## src/rtl/ptr_regfile_pkg.sv

```systemverilog
package ptr_regfile_pkg;
    localparam int DATA_W  = 8;
    localparam int ADDR_W  = 8;
    localparam int NUM_PTR = 2;
    localparam logic [7:0] ACC_ADDR  = 8'h05;
    localparam logic [7:0] STAT_ADDR = 8'h0A;

    // window i sits at 2*i, its pointer at 2*i+1
    function automatic int win_addr(input int idx);
        return 2 * idx;
    endfunction

    function automatic int ptr_addr(input int idx);
        return 2 * idx + 1;
    endfunction
endpackage

```

## src/rtl/ptr_regfile_resolve.sv

```systemverilog
module ptr_regfile_resolve
    import ptr_regfile_pkg::*;
#(
    parameter int DW = DATA_W,
    parameter int AW = ADDR_W,
    parameter int NP = NUM_PTR
) (
    input  logic [AW-1:0]         addr_i,
    input  logic [NP-1:0][DW-1:0] ptr_i,
    output logic [AW-1:0]         eff_o,
    output logic                  void_o
);
    always_comb begin
        eff_o = addr_i;
        for (int i = 0; i < NP; i++) begin
            if (addr_i == AW'(win_addr(i))) begin
                eff_o = AW'(ptr_i[i]);
            end
        end
    end

    // a resolved address can only equal a window when a pointer aimed there
    always_comb begin
        void_o = 1'b0;
        for (int i = 0; i < NP; i++) begin
            if (eff_o == AW'(win_addr(i))) begin
                void_o = 1'b1;
            end
        end
    end
endmodule

```

## src/rtl/ptr_regfile_store.sv

```systemverilog
module ptr_regfile_store
    import ptr_regfile_pkg::*;
#(
    parameter int DW = DATA_W,
    parameter int AW = ADDR_W,
    parameter int NP = NUM_PTR
) (
    input  logic                  clk_i,
    input  logic                  rst_ni,
    input  logic                  we_i,
    input  logic [AW-1:0]         eff_i,
    input  logic                  void_i,
    input  logic [DW-1:0]         wdata_i,
    output logic [DW-1:0]         rdata_o,
    output logic [NP-1:0][DW-1:0] ptr_o,
    output logic [DW-1:0]         acc_o
);
    localparam int DEPTH = 1 << AW;

    typedef struct packed {
        logic [NP-1:0][DW-1:0] ptr;
        logic [DW-1:0]         acc;
    } regs_t;

    regs_t         regs_d, regs_q;
    logic          ram_we_d;
    logic [DW-1:0] mem_q [DEPTH];

    always_comb begin
        logic special;
        regs_d   = regs_q;
        ram_we_d = 1'b0;
        special  = 1'b0;
        if (we_i && !void_i) begin
            for (int i = 0; i < NP; i++) begin
                if (eff_i == AW'(ptr_addr(i))) begin
                    regs_d.ptr[i] = wdata_i;
                    special       = 1'b1;
                end
            end
            if (eff_i == AW'(ACC_ADDR)) begin
                regs_d.acc = wdata_i;
                special    = 1'b1;
            end
            ram_we_d = !special;
        end
    end

    always_comb begin
        rdata_o = mem_q[eff_i];
        for (int i = 0; i < NP; i++) begin
            if (eff_i == AW'(ptr_addr(i))) begin
                rdata_o = regs_q.ptr[i];
            end
        end
        if (eff_i == AW'(ACC_ADDR)) begin
            rdata_o = regs_q.acc;
        end
        if (void_i) begin
            rdata_o = '0;
        end
    end

    always_ff @(posedge clk_i or negedge rst_ni) begin
        if (!rst_ni) begin
            regs_q <= '0;
        end else begin
            regs_q <= regs_d;
        end
    end

    always_ff @(posedge clk_i) begin
        if (ram_we_d) begin
            mem_q[eff_i] <= wdata_i;
        end
    end

    assign ptr_o = regs_q.ptr;
    assign acc_o = regs_q.acc;

    // a write through a window aimed at a window leaves registers alone
    p_void_write_ignored_r4: assert property (@(posedge clk_i) disable iff (!rst_ni)
        (we_i && void_i) |=> $stable(regs_q));

    // with the enable low nothing moves
    p_idle_hold_r8: assert property (@(posedge clk_i) disable iff (!rst_ni)
        !we_i |=> $stable(regs_q));

    // resolved accumulator write loads the accumulator
    p_acc_load_r6: assert property (@(posedge clk_i) disable iff (!rst_ni)
        (we_i && !void_i && eff_i == AW'(ACC_ADDR)) |=> (acc_o == $past(wdata_i)));

    for (genvar g = 0; g < NP; g++) begin : g_ptr_chk
        // resolved pointer write loads that pointer
        p_ptr_load_r5: assert property (@(posedge clk_i) disable iff (!rst_ni)
            (we_i && !void_i && eff_i == AW'(ptr_addr(g))) |=> (ptr_o[g] == $past(wdata_i)));
        // writes elsewhere leave the pointer untouched
        p_ptr_keep_r10: assert property (@(posedge clk_i) disable iff (!rst_ni)
            (we_i && eff_i != AW'(ptr_addr(g))) |=> $stable(ptr_o[g]));
    end
endmodule

```

## src/rtl/ptr_regfile.sv

```systemverilog
module ptr_regfile
    import ptr_regfile_pkg::*;
#(
    parameter int DW = DATA_W,
    parameter int AW = ADDR_W,
    parameter int NP = NUM_PTR
) (
    input  logic          clk_i,
    input  logic          rst_ni,
    input  logic          we_i,
    input  logic [AW-1:0] addr_i,
    input  logic [DW-1:0] wdata_i,
    output logic [DW-1:0] rdata_o,
    output logic [DW-1:0] acc_o
);
    logic [NP-1:0][DW-1:0] ptr_q;
    logic [AW-1:0]         eff_addr;
    logic                  eff_void;

    ptr_regfile_resolve #(.DW(DW), .AW(AW), .NP(NP)) i_resolve (
        .addr_i (addr_i),
        .ptr_i  (ptr_q),
        .eff_o  (eff_addr),
        .void_o (eff_void)
    );

    ptr_regfile_store #(.DW(DW), .AW(AW), .NP(NP)) i_store (
        .clk_i   (clk_i),
        .rst_ni  (rst_ni),
        .we_i    (we_i),
        .eff_i   (eff_addr),
        .void_i  (eff_void),
        .wdata_i (wdata_i),
        .rdata_o (rdata_o),
        .ptr_o   (ptr_q),
        .acc_o   (acc_o)
    );

    // a window aimed at a window reads as zero
    p_void_read_zero_r3: assert property (@(posedge clk_i) disable iff (!rst_ni)
        eff_void |-> (rdata_o == '0));

    // a direct (non-window) address is never reported void
    p_direct_not_void_r2: assert property (@(posedge clk_i) disable iff (!rst_ni)
        (addr_i != AW'(win_addr(0)) && addr_i != AW'(win_addr(1))) |-> !eff_void);
endmodule

```

## config.mk

```make
export PLATFORM = sky130hd
export DESIGN_NAME = ptr_regfile
export DESIGN_NICKNAME = d
export VERILOG_FILES = /design/src/rtl/ptr_regfile_pkg.sv /design/src/rtl/ptr_regfile_resolve.sv /design/src/rtl/ptr_regfile_store.sv /design/src/rtl/ptr_regfile.sv
export SDC_FILE = /design/constraint.sdc
export NUM_CORES = 2
export LEC_CHECK = 0
export BUFFER_PORTS_ARGS = -buffer_cell sky130_fd_sc_hd__buf_2
export CAP_MARGIN = 20
export CORE_MARGIN = 2
export CORE_UTILIZATION = 40
export DETAILED_ROUTE_END_ITERATION = 8
export REMOVE_ABC_BUFFERS = 1
export SLEW_MARGIN = 20
export SYNTH_ARGS = -nofsm -noshare
export SYNTH_HDL_FRONTEND = slang
export SYNTH_SLANG_ARGS = --single-unit
```

## constraint.sdc

```tcl
create_clock -name clk_i -period 7.5 [get_ports clk_i]
set_input_delay 1.5 -clock clk_i [delete_from_list [all_inputs] [get_ports clk_i]]
set_output_delay 1.5 -clock clk_i [all_outputs]
set_load 0.02 [all_outputs]
```

* Word level (Yosys, flattened, before mapping)
Memories as Yosys holds them, arrays and structs flattened.
Cells that the tools add are included.
** Cells by class
- Bitwise logic cells :: 0
- Eq/ne operators :: 5
- Add/sub/neg operators :: 0
- Magnitude comparators :: 0
- Reduce and logical (&&, ||, !) cells :: 8
- Shifts and indexed selects :: 0
- Muxes and demuxes :: 15
- $mul :: 0
- Div/mod/pow operators :: 0
** Operators with widths (number)
- $mux 8 :: 6
- $eq 8x2->1 const B :: 3
- $logic_not 8->1 :: 2
- $mux 1 :: 9
- $eq 8x1->1 const B :: 1
- $eq 8x3->1 const B :: 1
- $reduce_and 2->1 :: 3
- $logic_not 1->1 :: 2
- $logic_and 1x1->1 :: 1
** Word-level totals
- Output and inout bits :: 16
- Memories kept :: 1
- Input bits :: 19
- Bits in writable memories :: 2048
- Register bits :: 24
- Bits in latches :: 0
- Logic and storage cells :: 32
- ROM bits :: 0
** Memory list
- i_store.mem_q :: depth 256, bits a word 8, rd ports 1, clocked after Yosys merged registers in 0, write ports 1, RTL line ptr_regfile_store.sv:27 : logic [DW-1:0] mem_q [DEPTH];

* Longest topological paths before layout
- Depth after elaboration :: 13
- Depth in mapped cells :: 17
- Gate-level depth less buffers :: 10

* Hierarchy
Synthesis repeated with hierarchy kept, for this count alone.
** Second synthesis, totals
- Cell total of the unflattened synthesis :: 3904
- Area total of the unflattened synthesis :: 81240.4 um2
** Modules (own cells, without submodules)
- ptr_regfile_store :: area each 80963.9 um2, sequential area each 62039.5 um2, cells an instance 3865, times used 1
- ptr_regfile_resolve :: area each 276.5 um2, sequential area each 0.0 um2, cells an instance 39, times used 1

* Least setup slack after synthesis
Ideal clock, no wire load.
- Path type :: input -> output
- Start point :: in addr_i[1]
- End point :: out rdata_o[5]
- Cell stages on the path :: 12
- Path buffers :: 5
- Arrival :: 4865 ps
- Path slack :: 1135 ps
- Data required time :: 6000 ps
- Path through :: buf_2 mux2_2 a31oi_2 buf_4 buf_4 buf_2 buf_1 nand3_1 a31oi_1 o2111ai_1 or4_1 o32ai_1
** Between the ends
- Cells in the longest elaborated chain, start to end :: 8
- Elaborated cells between the ends (all ways) :: 16
- Classes of those cells :: eq/ne (5); mux (8); reduce/logical (2); memory (1)
** RTL lines
- start, declared :: RTL line ptr_regfile.sv:11 : input logic [AW-1:0] addr_i,
- $logic_not 8->1 :: RTL line ptr_regfile_resolve.sv:16 : if (addr_i == AW'(win_addr(i))) begin
- $mux 8 :: RTL line ptr_regfile_resolve.sv:16
- $mux 8 (*) :: RTL line ptr_regfile_resolve.sv:16
- $mem_v2 256x8 or $eq 8x1->1 (tied branches)
- $mux 8 (2 in a row) :: RTL line ptr_regfile_store.sv:52 : if (eff_i == AW'(ptr_addr(i))) begin
- $mux 8 :: RTL line ptr_regfile_store.sv:56 : if (eff_i == AW'(ACC_ADDR)) begin
- $mux 8 (*) :: RTL line ptr_regfile_store.sv:59 : if (void_i) begin
- end, declared :: RTL line ptr_regfile.sv:13 : output logic [DW-1:0] rdata_o,
Mark *: on every way between the ends. The rest lies on a longest branch, timed or not.

* Worst setup path after layout
- Start point :: in addr_i[2]
- End point :: out rdata_o[3]
Same word-level chain as after synthesis.

==> flow_summary.toml <==
[power_and_ir_drop]
p_total_mw = 24.41
peakVddDrop_mv = 0.2105
p_per_area_nw_per_um2 = 256.5
p_leak_nw = 31.59

[final_layout]
drive_above_1_share = 0.1577
fin_cells = 8747
area_growth_pct = 15.58
layout.nets = 5900

[timing]
setup_ws_ns = -0.01485
setup-violations-final = 1
fin_skew_ns = 0.04656
max_freq_mhz = 133.1
tightest_slew_ns = 1.190
max_slew_margin = 0.2051
fin_crit_ns = 7.515
finalMaxSlewViolations = 0
hold_viol = 0
fin_crit_sh = 1.002
grt_setup_unrepaired = "false"

[route]
firstDrtPassIters = 6
drc = 0
wl_um = 276100
drt-initial-drc-count = 8043
wl_per_cell_um = 31.57
vias = 52970
drtAntennaViolNets = 0
vias_per_cell = 6.055

[critical_path]
start_kind = "input pin"
crit_required_ns = 6.00
path_class = "input pin to output port"
end_kind = "output port"
ff2ff_path_depth = 13
path_max_fanout = 13
arrival_ns = 6.01

[clock_network]
cts_hold_buffers = 0
clkTransAtPathRegs_ns = 0.06
cts_max_level = 4
clockRootBuffer = "clkbuf_16"
cts_inserted_buffers = 208
cts_buffer_depth = 3
clock_latency_ns = 0.85
tritoncts = "yes"
tritoncts_num_sinks = 2070

[global_routing]
antenna_found_initial = 17
grt_pass1_vias = 49930
grt_pass1_wl_um = 386100
grt_max_degree = 170
grt_usage = 0.2590
grt_overflow = 0

[floorplan]
dieArea_um2 = 209500
num_rows = 166
die_height_um = 457.7
io_pins = 35
core_um2 = 204600
start_util = 0.4025
die_w_um = 457.7

[yosys]
synth_edf_count = 2046
ys.warnings.count = 0
ys_seq_area_frac = 0.7534
mappedNetlistArea_um2 = 82350
syn_area_per_cell_um2 = 14.83
yosysTopAreaCellShare = 0.7461
yosys-top-cells-area = "edfxtp_1, nand2_1, mux4_2"
synth_cells = 5553
synth_ff_type = "edfxtp_1"
yosys.area.top_type = "edfxtp_1"
synthArstFlopShare = 0.01159
ys_ff_latch = 2070
ys_types = 66

[worst_hold_path]
holdPathStages = 1
hold_class = "register to register"

[placed_design]
routabilityCongestion = 0.9794
dp_cells = 8349
pre_cts_slack_ns = -0.4412
portBuffers = 34
hpwl_um = 176000

[job]
drv_cap = 0

[outcome]
violations = "negative setup slack"
status = "finished with violations"
## area by class of cell
class	instances	area, um2
clock inverter	128	999.7
timing repair buffer	448	4253
sequential	2070	62040
antenna	5	12.51
tap	2688	3363
clock buffer	255	5464
multi-input combinational	3151	19030
inverter	2	7.507
fill	17530	109400
## repair_timing
| action | 4_1_cts | 5_1_grt |
|---|---|---|
| resized for setup | 5 | 9 |
| setup endpoints to repair | 6 | 7 |
| pin swaps | 3 | 1 |
| buffers inserted | 8 | 2 |
## metrics by stage
step / hold WS (ns) / TNS (ns) / area (um2) / util
after floorplan: 0.4910 / - / 80820 / -
after global placement: 0.5204 / -1.311 / 88520 / 0.4327
after detailed placement: 0.5255 / -0.9474 / 88530 / 0.4327
after CTS: 0.5389 / 0 / 95100 / 0.4649
after global routing: 0.5620 / 0 / 95160 / 0.4652
final: 0.5361 / -0.01485 / 95170 / 0.4652
## logic make-up after synthesis
group                  after synthesis  share of synthesized area
DFF                               2070                     0.7534
AOI/OAI and AO/OA                  672                    0.05859
and+or+nand+nor                   2156                     0.1115
other                                1                 0.00004554
buffers and inverters              369                    0.02030
muxes                              285                    0.05617
## layout by cell type, fill, tap and decap left out, types with 56 or more instances in the layout
cell type | netlist | final
buf_4 | 8 | 341
clkbuf_16 | 0 | 210
a32oi_1 | 78 | 78
and3_1 | 130 | 130
nand2_1 | 1205 | 1202
a311oi_1 | 77 | 75
a22oi_1 | 56 | 56
a21oi_1 | 102 | 99
clkinv_1 | 0 | 58
buf_12 | 0 | 72
edfxtp_1 | 2046 | 2046
a31oi_1 | 125 | 123
a211oi_1 | 93 | 93
nand3_1 | 386 | 386
mux2i_1 | 119 | 119
nor2_1 | 319 | 302
mux4_2 | 139 | 139
## synth_stat cells (all sizes together) (2+ instances only)
cell and instances:
nand4 37, or4 9, and4 3, a22o 3, mux4 139, a311oi 77, nor2 322, a32oi 78
a21oi 102, and3 130, o311ai 2, a22oi 56, mux2 27, o22ai 22, nor2b 2, inv 2
nor3 28, o211ai 3, dfrtp 24, o221ai 2, o31ai 5, buf 227, a221o 2, a41o 2
a2111oi 7, o32ai 7, nor4 24, a31oi 126, a31o 8, o41ai 4, clkbuf 140, o21ai 44
and2 2, nand3 386, a211oi 94, a221oi 13, or2 3, nand2 1205, mux2i 119, or3 5
o2111ai 4, edfxtp 2046
## worst max-delay path, stage by stage
cell and delay [ns]:
buf_2 0.16, or4_1 0.62, buf_4 0.23, or4_1 0.56, nand2_4 0.31, nor2_1 0.19
nand2_1 0.21, a21oi_1 0.09, nor4_2 0.51, buf_4 0.20, a221oi_1 0.17, or4_1 0.61
a21oi_2 0.31, buf_4 0.16, buf_2 0.15
## path summary, 6_finish.rpt
path,endpoint,startpoint,slack (ns)
min in group asynchronous,i_store.acc_o[4]$_DFFE_PN0P_,rst_ni,0.68
max in group asynchronous,i_store.ptr_o[15]$_DFFE_PN0P_,rst_ni,6.35
setup / recovery,rdata_o[3],addr_i[2],-0.01
hold / removal,i_store.acc_o[5]$_DFFE_PN0P_,i_store.acc_o[5]$_DFFE_PN0P_,0.54
hold reg to reg,i_store.acc_o[5]$_DFFE_PN0P_,i_store.acc_o[5]$_DFFE_PN0P_,0.54
setup reg to reg,i_store.mem_q[217][3]$_DFFE_PP_,i_store.ptr_o[10]$_DFFE_PN0P_,2.12
## flip-flops by register name, summed over array words and instances, names as in the netlist
| signal | cells |
|---|---|
| i_store.acc_o | 8 |
| i_store.mem_q | 2046 |
| i_store.ptr_o | 16 |
## layer usage
metal  track usage  vias up  routed length, um
met4        0.1327       14              16150
met3       0.05956      646              31170
met1        0.3520    27060             104900
met2        0.3906     3273             123800
li1              -    21970                  -
met5             0        -                 80
## where the power goes
| part | leakage [nW] | total, mW | switching, mW | internal [mW] |
|---|---|---|---|---|
| Sequential | 18.7 | 12.8 | 0.0176 | 12.8 |
| Clock | 3.16 | 9.97 | 4.48 | 5.49 |
| Combinational | 9.67 | 1.66 | 1.18 | 0.475 |
No activity file was read; power rests on OpenSTA's default activity.
